## config.mk

```make
export PLATFORM = sky130hd
export DESIGN_NAME = xbar2_arb
export DESIGN_NICKNAME = d
export VERILOG_FILES = /design/src/rtl/xbar2_pkg.sv /design/src/rtl/xbar2_lane_fsm.sv /design/src/rtl/xbar2_status.sv /design/src/rtl/xbar2_arb.sv
export SDC_FILE = /design/constraint.sdc
export NUM_CORES = 1
export LEC_CHECK = 0
export BUFFER_PORTS_ARGS = -buffer_cell sky130_fd_sc_hd__clkbuf_2
export CORE_MARGIN = 4
export CORE_UTILIZATION = 35
export CTS_CLUSTER_SIZE = 8
export DETAILED_ROUTE_END_ITERATION = 8
export PLACE_DENSITY = 0.73
export SYNTH_ARGS = -nofsm -noshare
export SYNTH_HDL_FRONTEND = slang
export SYNTH_SLANG_ARGS = --single-unit
```

## constraint.sdc

```tcl
create_clock -name clk -period 2.4 [get_ports clk]
set_clock_uncertainty 0.15 [all_clocks]
set_input_delay 0.48 -clock clk [delete_from_list [all_inputs] [get_ports clk]]
set_output_delay 0.48 -clock clk [all_outputs]
set_load 0.01 [all_outputs]
```

## src/rtl/xbar2_pkg.sv

```systemverilog
package xbar2_pkg;

    typedef enum logic [1:0] {
        LANE_FREE = 2'b00,
        LANE_BY_A = 2'b01,
        LANE_BY_B = 2'b10
    } lane_st_t;

    typedef enum logic [1:0] {
        CS_IDLE  = 2'b00,
        CS_LANE1 = 2'b01,
        CS_LANE2 = 2'b10,
        CS_NONE  = 2'b11
    } cli_st_t;

    localparam int NUM_LANES = 2;

endpackage

```

## src/rtl/xbar2_lane_fsm.sv

```systemverilog
module xbar2_lane_fsm
    import xbar2_pkg::*;
(
    input  logic clk,
    input  logic rst,
    input  logic claim_a,
    input  logic claim_b,
    input  logic rel_a,
    input  logic rel_b,
    output logic own_a,
    output logic own_b,
    output logic nxt_own_a,
    output logic nxt_own_b
);

    lane_st_t state_q, state_d;

    // next-state selection; client A outranks client B on a free lane
    always_comb begin
        state_d = state_q;
        unique case (state_q)
            LANE_FREE: begin
                if (claim_a)      state_d = LANE_BY_A;
                else if (claim_b) state_d = LANE_BY_B;
            end
            LANE_BY_A: if (rel_a) state_d = LANE_FREE;
            LANE_BY_B: if (rel_b) state_d = LANE_FREE;
            default:   state_d = LANE_FREE;
        endcase
    end

    always_ff @(posedge clk) begin
        if (rst) state_q <= LANE_FREE;
        else     state_q <= state_d;
    end

    always_comb begin
        own_a     = (state_q == LANE_BY_A);
        own_b     = (state_q == LANE_BY_B);
        nxt_own_a = !rst && (state_d == LANE_BY_A);
        nxt_own_b = !rst && (state_d == LANE_BY_B);
    end

endmodule

```

## src/rtl/xbar2_status.sv

```systemverilog
module xbar2_status
    import xbar2_pkg::*;
(
    input  logic       clk,
    input  logic       rst,
    input  logic       rel,
    input  logic       nxt_l1,
    input  logic       nxt_l2,
    output logic [1:0] stat
);

    cli_st_t st_q, st_d;

    always_comb begin
        if (rel)         st_d = CS_IDLE;
        else if (nxt_l1) st_d = CS_LANE1;
        else if (nxt_l2) st_d = CS_LANE2;
        else             st_d = CS_NONE;
    end

    always_ff @(posedge clk) begin
        if (rst) st_q <= CS_IDLE;
        else     st_q <= st_d;
    end

    assign stat = st_q;

endmodule

```

## src/rtl/xbar2_arb.sv

```systemverilog
module xbar2_arb
    import xbar2_pkg::*;
#(
    parameter int DW = 8
) (
    input  logic          clk,
    input  logic          rst,
    input  logic [1:0]    req_a,
    input  logic [1:0]    req_b,
    input  logic          rel_a,
    input  logic          rel_b,
    input  logic [DW-1:0] din_a,
    input  logic [DW-1:0] din_b,
    output logic [DW-1:0] dout_1,
    output logic [DW-1:0] dout_2,
    output logic          gnt_a,
    output logic          gnt_b,
    output logic [1:0]    stat_a,
    output logic [1:0]    stat_b
);

    logic [NUM_LANES-1:0] own_a, own_b, nxt_a, nxt_b;
    logic [NUM_LANES-1:0] claim_a, claim_b;
    logic [DW-1:0]        lane_dat [NUM_LANES];
    logic                 holds_a, holds_b;

    assign holds_a = |own_a;
    assign holds_b = |own_b;

    for (genvar g = 0; g < NUM_LANES; g++) begin : g_lane
        localparam logic LSEL = 1'(g);

        // a claim needs connect bit, matching lane, no release, nothing held
        assign claim_a[g] = req_a[1] && (req_a[0] == LSEL) && !rel_a && !holds_a;
        assign claim_b[g] = req_b[1] && (req_b[0] == LSEL) && !rel_b && !holds_b;

        xbar2_lane_fsm u_fsm (
            .clk       (clk),
            .rst       (rst),
            .claim_a   (claim_a[g]),
            .claim_b   (claim_b[g]),
            .rel_a     (rel_a),
            .rel_b     (rel_b),
            .own_a     (own_a[g]),
            .own_b     (own_b[g]),
            .nxt_own_a (nxt_a[g]),
            .nxt_own_b (nxt_b[g])
        );

        always_comb begin
            if (own_a[g])      lane_dat[g] = din_a;
            else if (own_b[g]) lane_dat[g] = din_b;
            else               lane_dat[g] = '0;
        end
    end

    xbar2_status u_stat_a (
        .clk    (clk),
        .rst    (rst),
        .rel    (rel_a),
        .nxt_l1 (nxt_a[0]),
        .nxt_l2 (nxt_a[1]),
        .stat   (stat_a)
    );

    xbar2_status u_stat_b (
        .clk    (clk),
        .rst    (rst),
        .rel    (rel_b),
        .nxt_l1 (nxt_b[0]),
        .nxt_l2 (nxt_b[1]),
        .stat   (stat_b)
    );

    assign dout_1 = lane_dat[0];
    assign dout_2 = lane_dat[1];
    assign gnt_a  = holds_a;
    assign gnt_b  = holds_b;

endmodule

```

# Yosys cells after proc, flatten, opt, wreduce, memory -nomap -nowiden
# Index checks and enable logic that the tools add are counted.
# word_totals
reg_bits	8
inputBits	24
out_inout_bits	22
# classes
n_eq_ne	8
mux	18
n_bitwise	2
reduce_logical	29
# ops
cell	count
$mux W8	4
$logic_and A1 B1 Y1	16
$mux W2	8
$pmux W2 S3	2
$eq A2 B1 Y1 const B	4
$eq A2 B2 Y1 const B	4
$reduce_or A2 Y1	4
$reduce_or A3 Y1	2
$logic_not A1 Y1	5
$logic_not A2 Y1	2
$mux W1	4
$not A1 Y1	2

# Depth between registers and ports, before layout
# Gate-level depths: netlist of the first run.
# depth
depth_word	11
mapped_depth	5
ltp_nobuf	4

# Cells and area by module
# Synthesis of the first run repeated with hierarchy kept, for this count alone.
# unflattened
hier_cells	82
hier_area_um2	636.9
# modules_own_cells
mod	n_inst	cells_per_inst	area_per_inst_um2	seq_area_each_um2
xbar2_arb	1	48	286.5	0.0
xbar2_lane_fsm	2	12	113.9	40.0
xbar2_status	2	5	61.3	40.0

# Worst setup path after synthesis of the first run
# Ideal clock, no wire load.
# synth_path
path_kind	flip-flop to output port
from	register g_lane[1].u_fsm.state_q[0]
to	output port dout_2[0]
arrival_time_ps	1006
t_required_ps	1770
slack_ps	764
path_stages_with_launch	4
n_path_buf	1
path_cell_list	dfxtp_1 > nor2b_1 > clkbuf_1 > a22o_1
# synth_between
elab_chain_len	3
# synth_rtl
element	line_no	source
from (decl)	xbar2_lane_fsm.sv:16	lane_st_t state_q, state_d;
from (signal assigned)	xbar2_lane_fsm.sv:34	else state_q <= state_d;
$eq A2 B2 Y1	xbar2_lane_fsm.sv:39	own_b = (state_q == LANE_BY_B);
$mux W8	xbar2_arb.sv:52	else if (own_b[g]) lane_dat[g] = din_b;
$mux W8 *	xbar2_arb.sv:51	if (own_a[g]) lane_dat[g] = din_a;
to (decl)	xbar2_arb.sv:15	output logic [DW-1:0] dout_2,
# Every way passes the cells marked *; elsewhere a longest branch is shown, timed or not.

# Worst setup path in the final report of the first run
# layout_path
from	register g_lane[1].u_fsm.state_q[0]
to	output port dout_2[1]
# The elaborated chain is that of the path after synthesis.

==> results_dict.tcl, run 1 <==
set metrics [dict create \
    yosysWarnings 0 \
    num_rows 14 \
    async_reset_ff_share_pct 0 \
    dp_hpwl_um 1370 \
    placed_area_um2 785 \
    cap_violations 0 \
    antenna_found_initial 0 \
    drv_slew 0 \
    rsz0062_at_grt "no" \
    fillers 140 \
    vdd_drop_max_v 0.000295 \
    period_share_pct 90.3 \
    viasPerCell 5.41 \
    fp.dieH_um 48.2 \
    cts_root_buffer "clkbuf_4" \
    critPathLaunchType "register" \
    synth_edf_count 0 \
    grt_pass1_vias 579 \
    cts_hold_buf 0 \
    path_max_fanout 8 \
    critical_path_class "reg2out" \
    numCtsBuffers 3 \
    leakage_nw 0.420 \
    synth_top_area_share_pct 28.3 \
    r2r_end "u_stat_b.stat[0]" \
    synth_top_area_cell "dfxtp_1" \
    drt-wirelength-per-cell_um 13.2 \
    synth_cell_types 27 \
    fin_ws_ns 0.232 \
    power.density_nw_per_um2 428 \
    drt_pre_antenna_iters 4 \
    gp_congestion 0.799 \
    drive_gt1_share_pct 48.1 \
    synth_commonest_cells "a22o_1, dfxtp_1, nor2_1" \
    post_cts_buffers 0 \
    status "finished clean" \
    reg2reg_depth 4 \
    fp.coreArea_um2 1520 \
    final_hold_viol_count 0 \
    critPathCapture "dout_2[1]" \
    netlist_area_um2 566 \
    slew_headroom_pct 64.9 \
    final_nets 134 \
    vias 671 \
    track_usage_pct 13.7 \
    fmax_ghz 0.461 \
    grt_max_degree 11 \
    critPathLaunch "g_lane[1].u_fsm.state_q[0]" \
    tritoncts "done" \
    worst_pin_slew_ns 0.526 \
    synth_flop_cell "dfxtp_1" \
    design.portCount 46 \
    cts_max_level 1 \
    yosysSeqAreaShare_pct 28.3 \
    drc 0 \
    cts-resized-gates 0 \
    die_area_um2 2320 \
    stdcell_area_um2 807 \
    syn_avg_cell_area_um2 8.84 \
    grt_pass1_wl_um 2260 \
    drt_iter0_drc 7 \
    endpoint_kind "primary output" \
    syn2layout_area_growth_pct 42.7 \
    yosysMostFrequentCell "a22o_1" \
    reg2reg_slack_ns 0.74 \
    postRouteWirelength_um 1640 \
    clkTransAtPathRegs_ns 0.05 \
    clk_latency_ns 0.25 \
    timing.setup.tns_ns 0 \
    initial_core_util_pct 37.1 \
    fin_crit_ns 2.17 \
    ys_ff_latch 8 \
    pre_cts_ws_ns 0.496 \
    critPathArrivalTime_ns 1.54 \
    p_total_w 0.000345 \
    die_w_um 48.2 \
    critPathRequiredTime_ns 1.77 \
    synthCells 64 \
    port_buffers 45 \
    clockBufferDepth 2 \
    hold_class "in2reg" \
    cts.sinks 8 \
    synthTopCellsByArea "dfxtp_1, a22o_1, nor2b_1" \
    setup_viol 0 \
    synth.net_count 88 \
    diodes 0 \
    r2r-start "g_lane[1].u_fsm.state_q[1]" \
    grt_overflow 0 \
    final_antenna_net_count 0 \
]
==> layout make-up <==
class	count	area, µm²	area share, %
repair buffers	45	225	27.9
flip-flops and latches	8	160	19.8
well taps	16	20.0	2.48
clock buffers	3	22.5	2.79
inverters	2	7.51	0.930
multi-input cells	50	372	46.0
==> metrics by stage <==
stage,hold slack (ns),std cells,util (%)
6_report,0.354,124,53.0
5_1_grt,0.359,124,53.0
4_1_cts,0.343,124,53.0
3_5_place_dp,0.400,121,51.5
3_3_place_gp,0.386,121,51.5
2_1_floorplan,0.339,64,-
==> registers in the layout (all words and copies together), names as in the netlist <==
name                  cells
u_stat_a.stat             2
u_stat_b.stat             2
g_lane.u_fsm.state_q      4
==> metal layers <==
layer | vias up | global-route usage [%] | share of wire [%]
met4 | 0 | 6.45 | 0
met2 | 44 | 22.9 | 41
met1 | 288 | 16.6 | 41
met5 | - | 0 | 0
li1 | 339 | - | -
met3 | 0 | 2.95 | 18
==> cell usage in the layout (no fill, tap or decap), types with 2 or more instances in the layout <==
master | synthesis | final
nor2b_1 | 4 | 4
a31oi_1 | 2 | 2
nor3_1 | 3 | 3
clkbuf_4 | 0 | 3
inv_1 | 2 | 2
nor2_1 | 6 | 6
dfxtp_1 | 8 | 8
nor3b_1 | 2 | 2
a22o_1 | 16 | 16
clkbuf_2 | 0 | 45
nand2b_1 | 2 | 2
==> worst max-delay path, stage by stage (launching register included) <==
cell and delay, ns:
dfxtp_1 0.44, nor2b_1 0.49, a22o_1 0.23, clkbuf_2 0.13
==> cell families (layout without fill, tap and decap cells) <==
family	after synthesis	after routing	synth area share, %
simple gates	25	25	26.5
compound gates	24	24	37.4
flops	8	8	28.3
buf+inv	6	50	5.97
mux	1	1	1.77
==> worst min path at each step <==
stage,slack (ns),startpoint,cells after the start,endpoint
final,0.35,rel_a,2,u_stat_a.stat[1]
after global routing,0.36,rel_a,2,u_stat_a.stat[1]
after CTS,0.34,rel_a,2,u_stat_a.stat[1]
after detailed placement,0.40,g_lane[1].u_fsm.state_q[1],1,g_lane[1].u_fsm.state_q[0]
after global placement,0.39,g_lane[1].u_fsm.state_q[1],1,g_lane[1].u_fsm.state_q[0]
after floorplan,0.34,g_lane[1].u_fsm.state_q[1],1,g_lane[1].u_fsm.state_q[0]
==> where the power goes <==
part	internal (W)	switching (W)
clock	0.0000570	0.0000431
combinational	0.0000490	0.0000503
sequential	0.000140	0.00000540
total	0.000246	0.0000989
Power figures use the tool's default switching activity.
==> run 2: changes to the inputs <==
--- a/config.mk
+++ b/config.mk
@@ -10,7 +10,8 @@
 export CORE_UTILIZATION = 35
 export CTS_CLUSTER_SIZE = 8
 export DETAILED_ROUTE_END_ITERATION = 8
-export PLACE_DENSITY = 0.73
+export PLACE_DENSITY = 0.71
 export SYNTH_ARGS = -nofsm -noshare
 export SYNTH_HDL_FRONTEND = slang
+export SYNTH_HIERARCHICAL = 1
 export SYNTH_SLANG_ARGS = --single-unit
==> results_dict.tcl, run 2 <==
set metrics [dict create \
    status "finished clean" \
    synth_top_area_cell "dfxtp_1" \
    final_nets 155 \
    async_reset_ff_share_pct 0 \
    routed-wl-met2_um 822 \
    placed_area_um2 895 \
    vias 774 \
    synthCells 82 \
    diodes 0 \
    timing.setup.tns_ns 0 \
    drt_iter0_drc 13 \
    synth_flop_cell "dfxtp_1" \
    drc 0 \
    synth_cell_types 20 \
    track_usage_pct 15.7 \
    synth.net_count 106 \
    critPathRequiredTime_ns 1.77 \
    mostFrequentLayoutCell "clkbuf_2" \
    worst_pin_slew_ns 0.373 \
    clkTransAtPathRegs_ns 0.05 \
    final_antenna_net_count 0 \
    final_cells 154 \
    clk_latency_ns 0.26 \
    drive_gt1_share_pct 47.3 \
    hold_class "in2reg" \
    yosysMostFrequentCell "nand2_1" \
    cap_violations 0 \
    leakage_nw 0.423 \
    synth_commonest_cells "nand2_1, o21ai_0, a211oi_1, dfxtp_1, a22o_1" \
    grt_pass1_vias 739 \
    cts.sinks 8 \
    rsz0062_at_grt "no" \
    port_buffers 45 \
    cts_hold_buf 0 \
    power.density_nw_per_um2 381 \
    netlist_area_um2 637 \
    die_w_um 50.7 \
    dr_wl_met3_um 228 \
    initial_core_util_pct 36.9 \
    m1WireLength_um 776 \
    slew_headroom_pct 75.0 \
    cts_root_buffer "clkbuf_4" \
    yosysWarnings 6 \
    endpoint_kind "primary output" \
    pre_cts_ws_ns 0.179 \
    yosysSeqAreaShare_pct 25.1 \
    top_layer_used "met4" \
    synthTopCellsByArea "dfxtp_1, nand2_1, a211oi_1" \
    fin_crit_ns 2.29 \
    design.portCount 46 \
    regMostFlops "g_lane.u_fsm/state_q" \
    setup_viol 0 \
    syn2layout_area_growth_pct 44.4 \
    dp_cells 151 \
    tritoncts "done" \
    ys_ff_latch 8 \
    vdd_drop_max_v 0.000268 \
    path_max_fanout 11 \
    clockBufferDepth 2 \
    grt_max_degree 17 \
    synth_edf_count 0 \
    grt_overflow 0 \
    drv_slew 0 \
    die_area_um2 2570 \
    largest_reg_flops 4 \
    fp.coreArea_um2 1730 \
    fmax_ghz 0.436 \
    viasPerCell 5.03 \
    critical_path_class "reg2out" \
    synth_top_area_share_pct 25.1 \
    num_rows 15 \
    postRouteWirelength_um 1870 \
    critPathArrivalTime_ns 1.66 \
    gp_congestion 0.870 \
    layout_common_cells "clkbuf_2, nand2_1, o21ai_0, a211oi_1, dfxtp_1" \
    fin_ws_ns 0.109 \
    critPathLaunchType "register" \
    final_hold_viol_count 0 \
    post_cts_buffers 0 \
    stdcell_area_um2 920 \
    drt-wirelength-per-cell_um 12.2 \
    numCtsBuffers 3 \
    syn_avg_cell_area_um2 7.77 \
    period_share_pct 95.5 \
    drt_pre_antenna_iters 4 \
    cts_max_level 1 \
    fp.dieH_um 50.7 \
    grt_pass1_wl_um 3100 \
    antenna_found_initial 0 \
    dp_hpwl_um 1560 \
]
## run 2: cell types whose count changed after synthesis, sizes merged, moves of 2 or more
cell	change
a22o	-10
nor3b	-3
or3b	+2
or2b	+2
a211oi	+10
o21ai	+10
a31oi	-2
nand2	+19
nor2	-6
nand2b	+3
nor2b	-3
and2b	+2
## run 2: worst max-delay path, cell delays in order, from the launching register on
cell and delay [ns]:
dfxtp_1 0.39, and2b_2 0.24, buf_4 0.17, and2b_1 0.31, a22o_1 0.17, clkbuf_2 0.13
## run 2: path summary, 6_finish.rpt
check	to	start	depth (start not counted)	slack, ns
worst max-delay path	dout_2[7]	g_lane[1].u_fsm/state_q[1]	5	0.11
worst min-delay path	u_stat_b/stat[0]	rel_b	2	0.32
worst max register to register	u_stat_b/stat[0]	g_lane[0].u_fsm/state_q[1]	7	0.20
worst min register to register	g_lane[1].u_fsm/state_q[0]	g_lane[1].u_fsm/state_q[1]	1	0.37
## run 2: cell type report
type / instances / area [µm²]
tap: 25 / 31.3
sequential: 8 / 160
clock buffer: 3 / 22.5
multi-input combinational: 68 / 454
timing repair buffer: 47 / 240
inverter: 3 / 11.3
fill: 190 / 807
## run 2: cell families (layout without fill, tap and decap cells)
logic type / after synthesis / in the layout / synth area share (%)
compound gates: 26 / 26 / 29.5
buf+inv: 6 / 53 / 3.93
flops: 8 / 8 / 25.1
simple gates: 42 / 42 / 41.5
## run 2: report_power, final
| part | switching, W | internal, W | total (W) |
|---|---|---|---|
| Sequential | 0.00000484 | 0.000140 | 0.000145 |
| Combinational | 0.0000548 | 0.0000498 | 0.000105 |
| Clock | 0.0000441 | 0.0000571 | 0.000101 |
## run 2: repair_timing
item	in CTS	in global routing
gates resized for setup	0	1
setup endpoints to repair	0	4
hold endpoints to repair	0	0
## run 2: per-layer routing
| layer | track usage, % | up-vias |
|---|---|---|
| met5 | 0 | - |
| met4 | 9.42 | 0 |
| met3 | 2.97 | 5 |
| met2 | 27.2 | 50 |
| met1 | 17.6 | 332 |
| li1 | - | 387 |
## run 2: through the flow
stage | hold WS [ns] | power (W) | utilization [%]
floorplan | 0.302 | 0.000198 | -
global placement | 0.346 | 0.000248 | 51.8
detailed placement | 0.364 | 0.000252 | 51.8
CTS | 0.305 | 0.000354 | 53.1
global route | 0.319 | 0.000370 | 53.3
finish | 0.317 | 0.000351 | 53.3
